File: src/rtl/irq_front_pkg.sv
package irq_front_pkg;
  localparam int NSRC      = 5;
  localparam int IDX_TRAP  = 0;
  localparam int IDX_HI    = 1;
  localparam int IDX_MID   = 2;
  localparam int IDX_LO    = 3;
  localparam int IDX_GEN   = 4;
  localparam int NMASK     = 3;
  localparam int WB_SETEN  = 3;
  localparam int WB_HICLR  = 4;
  localparam int RB_EN     = 3;
  localparam int RB_PLO    = 4;
  localparam int RB_PMID   = 5;
  localparam int RB_PHI    = 6;
endpackage

File: src/rtl/edge_latch.sv
module edge_latch (
  input  logic clk,
  input  logic rst,
  input  logic lvl_in,
  input  logic clr,
  output logic pend_n
);
  logic prev_q;
  logic pend_q;
  logic rise;

  assign rise   = lvl_in & ~prev_q;
  assign pend_n = (pend_q & ~clr) | rise;

  always_ff @(posedge clk) begin
    if (rst) begin
      prev_q <= 1'b0;
      pend_q <= 1'b0;
    end else begin
      prev_q <= lvl_in;
      pend_q <= pend_n;
    end
  end

  // a captured edge is held
  assert_capture_R8: assert property (@(posedge clk) disable iff (rst)
    (lvl_in && !prev_q) |=> pend_q);
  // without a clear the latch stays set
  assert_hold_R8: assert property (@(posedge clk) disable iff (rst)
    (pend_q && !clr) |=> pend_q);
endmodule

File: src/rtl/trap_arm.sv
module trap_arm (
  input  logic clk,
  input  logic rst,
  input  logic trap_in,
  input  logic ack_trap,
  output logic armed_n
);
  logic prev_q;
  logic armed_q;

  assign armed_n = trap_in & ((trap_in & ~prev_q) | (armed_q & ~ack_trap));

  always_ff @(posedge clk) begin
    if (rst) begin
      prev_q  <= 1'b0;
      armed_q <= 1'b0;
    end else begin
      prev_q  <= trap_in;
      armed_q <= armed_n;
    end
  end

  // an acknowledge disarms the line
  assert_disarm_R4: assert property (@(posedge clk) disable iff (rst)
    ack_trap |=> !armed_q);
  // a low input drops recognition
  assert_level_R3: assert property (@(posedge clk) disable iff (rst)
    !trap_in |=> !armed_q);
endmodule

File: src/rtl/gate_ctrl.sv
module gate_ctrl #(
  parameter int MW = 3
) (
  input  logic          clk,
  input  logic          rst,
  input  logic          ei,
  input  logic          di,
  input  logic          ack_any,
  input  logic          wr,
  input  logic          set_en,
  input  logic [MW-1:0] wmask,
  output logic [MW-1:0] mask_n,
  output logic          en_n
);
  logic [MW-1:0] mask_q;
  logic          en_q;

  always_comb begin
    mask_n = (wr && set_en) ? wmask : mask_q;
    if (ack_any)   en_n = 1'b0;
    else if (di)   en_n = 1'b0;
    else if (ei)   en_n = 1'b1;
    else           en_n = en_q;
  end

  always_ff @(posedge clk) begin
    if (rst) begin
      mask_q <= {MW{1'b1}};
      en_q   <= 1'b0;
    end else begin
      mask_q <= mask_n;
      en_q   <= en_n;
    end
  end

  // an acknowledge leaves the flag clear
  assert_ack_disables_R6: assert property (@(posedge clk) disable iff (rst)
    ack_any |=> !en_q);
  // masks only change on an enabled write
  assert_mask_hold_R7: assert property (@(posedge clk) disable iff (rst)
    !(wr && set_en) |=> $stable(mask_q));
endmodule

File: src/rtl/prio_pick.sv
module prio_pick #(
  parameter int N  = 5,
  parameter int VW = 16,
  parameter logic [N-1:0][VW-1:0] TAB  = '0,
  parameter logic [N-1:0]         HASV = '0
) (
  input  logic [N-1:0]  cand,
  output logic [N-1:0]  grant,
  output logic [VW-1:0] vec,
  output logic          vok
);
  logic [N-1:0][VW-1:0] part;

  always_comb begin
    logic found;
    found = 1'b0;
    grant = '0;
    for (int i = 0; i < N; i++) begin
      if (cand[i] && !found) begin
        grant[i] = 1'b1;
        found    = 1'b1;
      end
    end
  end

  genvar g;
  generate
    for (g = 0; g < N; g++) begin : g_part
      assign part[g] = (grant[g] && HASV[g]) ? TAB[g] : '0;
    end
  endgenerate

  always_comb begin
    vec = '0;
    for (int i = 0; i < N; i++) vec = vec | part[i];
  end

  assign vok = |(grant & HASV);
endmodule

File: src/rtl/irq_front.sv
module irq_front
  import irq_front_pkg::*;
#(
  parameter int               VEC_W    = 16,
  parameter int               DW       = 8,
  parameter logic [VEC_W-1:0] VEC_TRAP = 16'h0024,
  parameter logic [VEC_W-1:0] VEC_HI   = 16'h003C,
  parameter logic [VEC_W-1:0] VEC_MID  = 16'h0034,
  parameter logic [VEC_W-1:0] VEC_LO   = 16'h002C
) (
  input  logic             clk,
  input  logic             rst,
  input  logic             trap_in,
  input  logic             ln_hi_in,
  input  logic             ln_mid_in,
  input  logic             ln_lo_in,
  input  logic             gen_req_in,
  input  logic             ei_stb,
  input  logic             di_stb,
  input  logic             mask_wr,
  input  logic [DW-1:0]    mask_wdata,
  input  logic             ack,
  output logic             irq_req,
  output logic [VEC_W-1:0] irq_vec,
  output logic             irq_vec_ok,
  output logic [DW-1:0]    mask_rdata
);
  localparam logic [NSRC-1:0][VEC_W-1:0] VTAB =
    {{VEC_W{1'b0}}, VEC_LO, VEC_MID, VEC_HI, VEC_TRAP};
  localparam logic [NSRC-1:0] HASV = NSRC'(5'b01111);
  localparam logic [DW-1:0]   RD_RST = DW'({NMASK{1'b1}});

  logic [NSRC-1:0]  src_q;
  logic             req_q;
  logic [VEC_W-1:0] vec_q;
  logic             vok_q;
  logic [DW-1:0]    rd_q;

  logic             ack_ok;
  logic [NSRC-1:0]  ack_src;
  logic             armed_n;
  logic             hi_pend_n;
  logic             hi_clr;
  logic [NMASK-1:0] mask_n;
  logic             en_n;
  logic [NSRC-1:0]  cand;
  logic [NSRC-1:0]  grant;
  logic [VEC_W-1:0] vec_n;
  logic             vok_n;
  logic [DW-1:0]    rd_n;
  logic             unused_wbits;

  assign unused_wbits = ^mask_wdata[DW-1:WB_HICLR+1];

  assign ack_ok  = ack & req_q;
  assign ack_src = src_q & {NSRC{ack_ok}};
  assign hi_clr  = ack_src[IDX_HI] | (mask_wr & mask_wdata[WB_HICLR]);

  trap_arm u_trap (
    .clk      (clk),
    .rst      (rst),
    .trap_in  (trap_in),
    .ack_trap (ack_src[IDX_TRAP]),
    .armed_n  (armed_n)
  );

  edge_latch u_hi (
    .clk    (clk),
    .rst    (rst),
    .lvl_in (ln_hi_in),
    .clr    (hi_clr),
    .pend_n (hi_pend_n)
  );

  gate_ctrl #(.MW(NMASK)) u_gate (
    .clk     (clk),
    .rst     (rst),
    .ei      (ei_stb),
    .di      (di_stb),
    .ack_any (ack_ok),
    .wr      (mask_wr),
    .set_en  (mask_wdata[WB_SETEN]),
    .wmask   (mask_wdata[NMASK-1:0]),
    .mask_n  (mask_n),
    .en_n    (en_n)
  );

  always_comb begin
    cand           = '0;
    cand[IDX_TRAP] = armed_n;
    cand[IDX_HI]   = en_n & hi_pend_n & ~mask_n[2];
    cand[IDX_MID]  = en_n & ln_mid_in & ~mask_n[1];
    cand[IDX_LO]   = en_n & ln_lo_in  & ~mask_n[0];
    cand[IDX_GEN]  = en_n & gen_req_in;
  end

  prio_pick #(.N(NSRC), .VW(VEC_W), .TAB(VTAB), .HASV(HASV)) u_pick (
    .cand  (cand),
    .grant (grant),
    .vec   (vec_n),
    .vok   (vok_n)
  );

  always_comb begin
    rd_n              = '0;
    rd_n[NMASK-1:0]   = mask_n;
    rd_n[RB_EN]       = en_n;
    rd_n[RB_PLO]      = ln_lo_in;
    rd_n[RB_PMID]     = ln_mid_in;
    rd_n[RB_PHI]      = hi_pend_n;
  end

  always_ff @(posedge clk) begin
    if (rst) begin
      src_q <= '0;
      req_q <= 1'b0;
      vec_q <= '0;
      vok_q <= 1'b0;
      rd_q  <= RD_RST;
    end else begin
      src_q <= grant;
      req_q <= |grant;
      vec_q <= vec_n;
      vok_q <= vok_n;
      rd_q  <= rd_n;
    end
  end

  assign irq_req    = req_q;
  assign irq_vec    = vec_q;
  assign irq_vec_ok = vok_q;
  assign mask_rdata = rd_q;

  // at most one source presented
  assert_single_src_R1: assert property (@(posedge clk) disable iff (rst)
    $onehot0(src_q));
  // a valid vector implies a request
  assert_vec_needs_req_R2: assert property (@(posedge clk) disable iff (rst)
    irq_vec_ok |-> irq_req);
  // the non-maskable line is not presented twice in a row across an acknowledge
  assert_no_retrap_R4: assert property (@(posedge clk) disable iff (rst)
    (ack && irq_req && irq_vec_ok && irq_vec == VEC_TRAP) |=> !(irq_vec_ok && irq_vec == VEC_TRAP));
  // after an accepted acknowledge the readback shows the flag clear
  assert_ack_flag_R6: assert property (@(posedge clk) disable iff (rst)
    (ack && irq_req) |=> !mask_rdata[RB_EN]);
endmodule

File: config.mk
export PLATFORM = sky130hd
export DESIGN_NAME = irq_front
export DESIGN_NICKNAME = d
export VERILOG_FILES = /design/src/rtl/irq_front_pkg.sv /design/src/rtl/edge_latch.sv /design/src/rtl/trap_arm.sv /design/src/rtl/gate_ctrl.sv /design/src/rtl/prio_pick.sv /design/src/rtl/irq_front.sv
export SDC_FILE = /design/constraint.sdc
export NUM_CORES = 1
export LEC_CHECK = 0
export BUFFER_PORTS_ARGS = -buffer_cell sky130_fd_sc_hd__buf_2
export CORE_MARGIN = 3
export CORE_UTILIZATION = 43
export DETAILED_ROUTE_END_ITERATION = 6
export GPL_TIMING_DRIVEN = 0
export PLACE_DENSITY_LB_ADDON = 0.1
export SYNTH_ARGS = -nofsm -noshare
export SYNTH_HDL_FRONTEND = slang
export SYNTH_SLANG_ARGS = --single-unit
File: constraint.sdc
create_clock -name clk -period 3.5 [get_ports clk]
set_input_delay 0.175 -clock clk [delete_from_list [all_inputs] [get_ports clk]]
set_output_delay 0.175 -clock clk [all_outputs]
set_load 0.1 [all_outputs]
==> impl_metrics.py, run 1 <==
metrics = {
    "global_route": {
        "grt_pass1_wl_mm": 1.863,
        "gr-total-overflow": 0,
        "grt_use_total": 0.1259,
        "grt_max_degree": 11,
        "grt_pass1_vias": 481,
        "antenna_found_initial": 0,
    },
    "clocking": {
        "cts_resized": 0,
        "cts.reportedPaths.clkPinSlew_ns": 0.09,
        "numCtsBuffers": 3,
        "cts_num_sinks": 16,
        "post_cts_buffers": 0,
        "clk_latency_ns": 0.29,
        "h-tree-depth": 1,
        "cts-root-buf": "clkbuf_4",
        "cts_buffer_depth": 2,
        "cts_hold_buf": 0,
        "cts_tree": "built",
    },
    "yosys": {
        "syn_inst": 73,
        "ys_ff_latch": 16,
        "syn_area_per_cell_um2": 9.530,
        "synthesis.area_um2": 695.7,
        "yosysWarnings": 0,
        "yosysUniqueCellTypes": 22,
        "synth_seq_area_share": 0.4604,
    },
    "worst_setup_path": {
        "ff2ff_path_depth": 4,
        "end_kind": "output pin",
        "cp_data_arrival_time_ns": 1.18,
        "path_max_fanout": 3,
        "start_kind": "flop",
        "cp.required_ns": 3.32,
        "crit_type": "flop to output pin",
    },
    "detailed_routing": {
        "vias": 578,
        "wirelength_mm": 1.296,
        "post-route-drc-count": 0,
        "drtIter0Drc": 1,
        "dr.pass1.iters": 3,
        "wl_per_cell_um": 9.818,
        "vias_per_cell": 4.379,
        "postRouteAntennaNets": 0,
    },
    "final_layout": {
        "syn2layout_area_growth_pct": 34.53,
        "drive_gt1_frac": 0.4444,
        "antennaDiodeCount": 0,
        "n_fill_cell": 122,
        "fin_nets": 137,
        "register_area_um2": 320.3,
        "multi_input_area_um2": 285.3,
        "final_cell_area_um2": 935.9,
    },
    "placed_design": {
        "place_hpwl_mm": 1.085,
        "port_buffers": 28,
        "preCtsSetupSlack_ns": 2.161,
        "place_congestion": 0.7556,
        "placed_area_um2": 899.6,
    },
    "power_and_ir_drop": {
        "clkPwrFrac": 0.242,
        "p_seq_frac": 0.387,
        "power_density_mw_per_mm2": 539.1,
        "totalPowerFinal_mw": 0.5045,
        "power.leakage_nw": 0.4919,
        "internal_power_mw": 0.2928,
        "ir_drop_mv": 0.3125,
        "switching_share": 0.4197,
        "combPwrFrac": 0.370,
        "p_sw_mw": 0.2117,
    },
    "outcome": {
        "status": "finished clean",
    },
    "worst_hold_path": {
        "hold_class": "input port to flop",
        "holdPathStages": 2,
    },
    "sta": {
        "setup_tns_ns": 0,
        "hold_viol": 0,
        "min_period_ns": 1.351,
        "clock.fmax_mhz": 740.4,
        "worst_slack_ns": 2.149,
        "drv_slew": 0,
        "rsz0062_at_grt": "no",
        "setup_violations": 0,
        "holdWs_ns": 0.07911,
        "period_share": 0.3859,
        "fin_skew_ns": 0.004660,
    },
    "floorplanning": {
        "core_area_mm2": 0.001399,
        "fp.dieArea_mm2": 0.002136,
        "die_y_um": 46.22,
        "start_util": 0.4973,
        "dieWidth_um": 46.22,
        "io_pins": 45,
        "row_count": 13,
    },
    "run": {
        "drv_cap": 0,
    },
}
-- final timing paths --
| check | startpoint | slack (ns) | endpoint |
|---|---|---|---|
| worst min-delay path | rst | 0.08 | mask_rdata[6] |
| worst max register to register | irq_req | 2.16 | irq_vec[2] |
| worst min register to register | mask_rdata[3] | 0.55 | mask_rdata[3] |
| worst max-delay path | mask_rdata[3] | 2.15 | mask_rdata[3] |
-- per-layer routing --
layer | vias up | track usage | part of all wire
met2 | 29 | 0.1978 | 0.44
met1 | 243 | 0.1392 | 0.42
met3 | 2 | 0.07031 | 0.13
li1 | 304 | - | -
met5 | - | 0 | 0
met4 | 0 | 0.05114 | 0.010
-- layout by cell type (no fill, tap or decap), types with 3 or more instances in the layout --
cell type,Yosys,final
buf_2,0,28
buf_4,16,16
dfxtp_1,16,16
conb_1,1,13
nor2b_1,6,6
nand2_1,4,4
nand3_1,4,4
inv_1,3,3
nor2_1,3,3
a21oi_1,3,3
clkbuf_4,0,3
-- worst max-delay path: stages, from the launching register on --
cell and delay, ns:
dfxtp_1 0.36, buf_4 0.11, buf_2 0.41
-- flip-flops by register name (all words and copies together) (netlist names) --
register,count
irq_vec_ok,1
mask_rdata,7
u_trap.prev_q,1
irq_req,1
u_hi.prev_q,1
irq_vec,3
src_q,2
-- cell families (layout without fill, tap and decap cells) --
family / after synthesis / in the layout / synth area share
simple gates: 22 / 22 / 0.1727
buf+inv: 20 / 52 / 0.1942
flops: 16 / 16 / 0.4604
compound gates: 12 / 12 / 0.1385
mux: 2 / 2 / 0.02878
other cells: 1 / 13 / 0.005391
-- power by group through the flow --
stage / clock, mW / combinational, mW / sequential, mW
finish: 0.122 / 0.187 / 0.195
global route: 0.134 / 0.193 / 0.197
CTS: 0.125 / 0.187 / 0.196
detailed placement: 0 / 0.186 / 0.200
global placement: 0 / 0.185 / 0.200
floorplan: 0 / 0.117 / 0.246
-- area by class of cell --
class	count	area share
flip-flops and latches	16	0.3422
plain buffers	17	0.1324
multi-input cells	49	0.3048
clock buffers	4	0.03877
repair buffers	28	0.1497
well taps	15	0.02005
inverters	3	0.01203
-- metrics by stage --
stage / cells / utilization
finish: 132 / 0.6691
detailed placement: 128 / 0.6431
global placement: 128 / 0.6431
floorplan: 85 / -
CTS: 132 / 0.6691
global route: 132 / 0.6691
-- synthesized netlist by cell type --
cell      instances  area [um2]
a21bo_2           1       10.01
a21boi_0          1       7.510
a21oi_1           3       15.01
a221oi_2          2       30.03
a32o_2            1       11.26
and3_1            1       6.260
buf_4            16       120.1
clkbuf_1          1       3.750
conb_1            1       3.750
dfxtp_1          16       320.3
inv_1             3       11.26
mux2i_1           2       20.02
nand2_1           4       15.01
nand3_1           4       20.02
nand3b_1          1       7.510
nor2_1            3       11.26
nor2b_1           6       37.54
nor3b_1           1       7.510
o21ai_0           1       5.000
o21ai_1           1       5.000
o22ai_1           2       12.51
or2b_1            2       15.01
Power figures use the tool's default switching activity.
==> inputs of run 2 (changes only) <==
--- a/config.mk
+++ b/config.mk
@@ -5,9 +5,10 @@
 export SDC_FILE = /design/constraint.sdc
 export NUM_CORES = 1
 export LEC_CHECK = 0
+export ABC_AREA = 1
 export BUFFER_PORTS_ARGS = -buffer_cell sky130_fd_sc_hd__buf_2
 export CORE_MARGIN = 3
-export CORE_UTILIZATION = 43
+export CORE_UTILIZATION = 41
 export DETAILED_ROUTE_END_ITERATION = 6
 export GPL_TIMING_DRIVEN = 0
 export PLACE_DENSITY_LB_ADDON = 0.1
==> constraint.sdc (replaced) <==
create_clock -name clk -period 1.3 [get_ports clk]
set_input_delay 0.065 -clock clk [delete_from_list [all_inputs] [get_ports clk]]
set_output_delay 0.065 -clock clk [all_outputs]
set_load 0.1 [all_outputs]
==> impl_metrics.py, run 2 <==
metrics = {
    "worst_hold_path": {
        "hp-start": "mask_wdata[1]",
        "hold_end": "mask_rdata[1]",
        "holdPathStages": 3,
        "hold_class": "input port to flop",
    },
    "final_layout": {
        "drive_gt1_frac": 0.4266,
        "largest_register_ffs": 7,
        "final_common_cell": "buf_2",
        "final_cell_area_mm2": 0.001036,
        "antennaDiodeCount": 0,
        "final_cell_mix": "buf_2, nand2_1, buf_4",
        "fin_nets": 163,
        "final_core_util": 0.6571,
        "syn2layout_area_growth_pct": 42.76,
    },
    "power_and_ir_drop": {
        "power.leakage_nw": 0.6108,
        "totalPowerFinal_mw": 1.355,
        "ir_drop_mv": 0.8076,
        "power_density_mw_per_mm2": 1308,
    },
    "sta": {
        "clock.fmax_mhz": 821.6,
        "period_share": 0.9363,
        "setup_tns_ns": 0,
        "setup_violations": 0,
        "worst_slack_ns": 0.08283,
        "min_period_ns": 1.217,
        "drv_slew": 0,
        "rsz0062_at_grt": "no",
        "hold_viol": 0,
        "fin_skew_ns": 0.007217,
    },
    "clocking": {
        "h-tree-depth": 1,
        "cts_num_sinks": 16,
        "cts.reportedPaths.clkPinSlew_ns": 0.09,
        "cts-root-buf": "clkbuf_4",
        "post_cts_buffers": 0,
        "clk_latency_ns": 0.28,
        "cts_buffer_depth": 2,
        "numCtsBuffers": 3,
        "cts_tree": "built",
    },
    "detailed_routing": {
        "met1_length_um": 587,
        "dr_wl_met2_um": 700,
        "dr.pass1.iters": 4,
        "drtIter0Drc": 5,
        "vias_per_cell": 4.119,
        "wl_per_cell_um": 8.899,
        "post-route-drc-count": 0,
        "wirelength_mm": 1.415,
        "highest-signal-layer": "met4",
        "vias": 655,
        "postRouteAntennaNets": 0,
        "wl_met3_um": 101,
    },
    "worst_setup_path": {
        "timing.rr.end": "irq_req",
        "path_cells": "buf_4, buf_2",
        "ff2ff_path_depth": 7,
        "crit_type": "flop to output pin",
        "cp_data_arrival_time_ns": 1.15,
        "crit_buf_inv": 2,
        "end_kind": "output pin",
        "slowest_delay_ns": 0.41,
        "timing.rr.start": "irq_req",
        "start_kind": "flop",
        "crit_slowest_cell": "buf_2",
        "r2r_slack_ns": 0.19,
        "crit_start": "mask_rdata[3]",
        "cp.required_ns": 1.24,
        "path_max_fanout": 3,
        "path_delay_family": "buffers and inverters",
    },
    "floorplanning": {
        "die_y_um": 48.07,
        "start_util": 0.4603,
        "fp.dieArea_mm2": 0.002311,
        "core_area_mm2": 0.001577,
        "io_pins": 45,
        "row_count": 14,
        "dieWidth_um": 48.07,
    },
    "yosys": {
        "synth_top_area_cell": "dfxtp_1",
        "syn_inst": 94,
        "ys_ff_latch": 16,
        "yosysWarnings": 0,
        "synth_seq_area_share": 0.4414,
        "netlist.area_leader.share": 0.4414,
        "synthTopCellsByArea": "dfxtp_1, buf_4, nand2_1",
        "yosysUniqueCellTypes": 16,
        "synth_ff_type": "dfxtp_1",
        "syn_area_per_cell_um2": 7.720,
        "synth_edf_count": 0,
        "synthesis.area_um2": 725.7,
        "async_flop_share": 0,
        "synth_most_common_cell": "nand2_1",
        "synthTopCellsByCount": "nand2_1, buf_4, dfxtp_1",
    },
    "global_route": {
        "grt_use_total": 0.1370,
        "grt_pass1_vias": 550,
        "grt_pass1_wl_mm": 2.145,
        "grt_max_degree": 10,
        "gr-total-overflow": 0,
        "antenna_found_initial": 0,
    },
    "placed_design": {
        "place_hpwl_mm": 1.163,
        "placed_area_um2": 939.7,
        "port_buffers": 27,
        "place_congestion": 0.6961,
        "preCtsSetupSlack_ns": 0.2080,
    },
    "outcome": {
        "status": "finished clean",
    },
    "run": {
        "drv_cap": 0,
    },
}
-- run 2: changes by cell type in the layout (fill, tap and decap cells not counted), moves of 2 or more --
cell | previous run | this run
nand2_2 | 0 | 4
dfxtp_4 | 0 | 3
nor2_1 | 3 | 9
dfxtp_2 | 0 | 2
nand2_1 | 4 | 18
inv_1 | 3 | 13
a221oi_2 | 2 | 0
or2b_1 | 2 | 0
dfxtp_1 | 16 | 11
mux2i_1 | 2 | 0
dlygate4sd3_1 | 0 | 6
nand3_1 | 4 | 8
nor2b_1 | 6 | 0
-- run 2: worst min-delay path, cell delays in order --
cell	delay, ns
buf_2	0.07
o21ai_1	0.09
nand2_1	0.06
-- run 2: per-stage QoR --
stage,hold WS [ns],std cells
floorplan,0.1720,106
global placement,0.2668,149
detailed placement,0.2685,149
CTS,0.03561,159
global route,0.05679,159
finish,0.03417,159
-- run 2: cell families (layout without fill, tap and decap cells) --
family,Yosys count,after routing,share of synthesized area
AO/OA/AOI/OAI,5,5,0.04483
buffers and inverters,30,67,0.2483
flip-flops,16,16,0.4414
other,1,13,0.005167
AND/OR/NAND/NOR,42,42,0.2603
-- run 2: layout make-up --
class                   instances  area, um2
well taps                      16      20.02
flip-flops and latches         16      334.1
fillers                       136      540.5
repair buffers                 33      195.2
plain buffers                  17      131.4
inverters                      13      48.80
clock buffers                   4      36.28
multi-input cells              60      270.3
-- run 2: power by group --
| part | total, mW | leakage (nW) | switching (mW) | internal, mW |
|---|---|---|---|---|
| registers | 0.524 | 0.133 | 0.00930 | 0.515 |
| clock network | 0.322 | 0.0210 | 0.151 | 0.170 |
| logic | 0.509 | 0.457 | 0.405 | 0.103 |
| total | 1.35 | 0.611 | 0.566 | 0.789 |
-- run 2: what timing repair did --
action | 4_1_cts | 5_1_grt
gates resized for setup | 0 | 0
hold buffers | 6 | 0
hold endpoints to repair | 8 | 0
setup endpoints to repair | 0 | 0
-- run 2: worst max path at each step --
stage	endpoint	slack [ns]	depth (start not counted)
final	mask_rdata[3]	0.08	2
after global routing	mask_rdata[3]	0.03	2
after CTS	mask_rdata[3]	0.07	2
after detailed placement	irq_req	0.21	7
after global placement	irq_req	0.21	7
after floorplan	irq_req	0.002	7
-- run 2: per-layer routing --
metal	up-vias	GRT usage
met4	0	0.08065
li1	351	-
met5	-	0
met2	25	0.2454
met1	275	0.1422
met3	4	0.03383
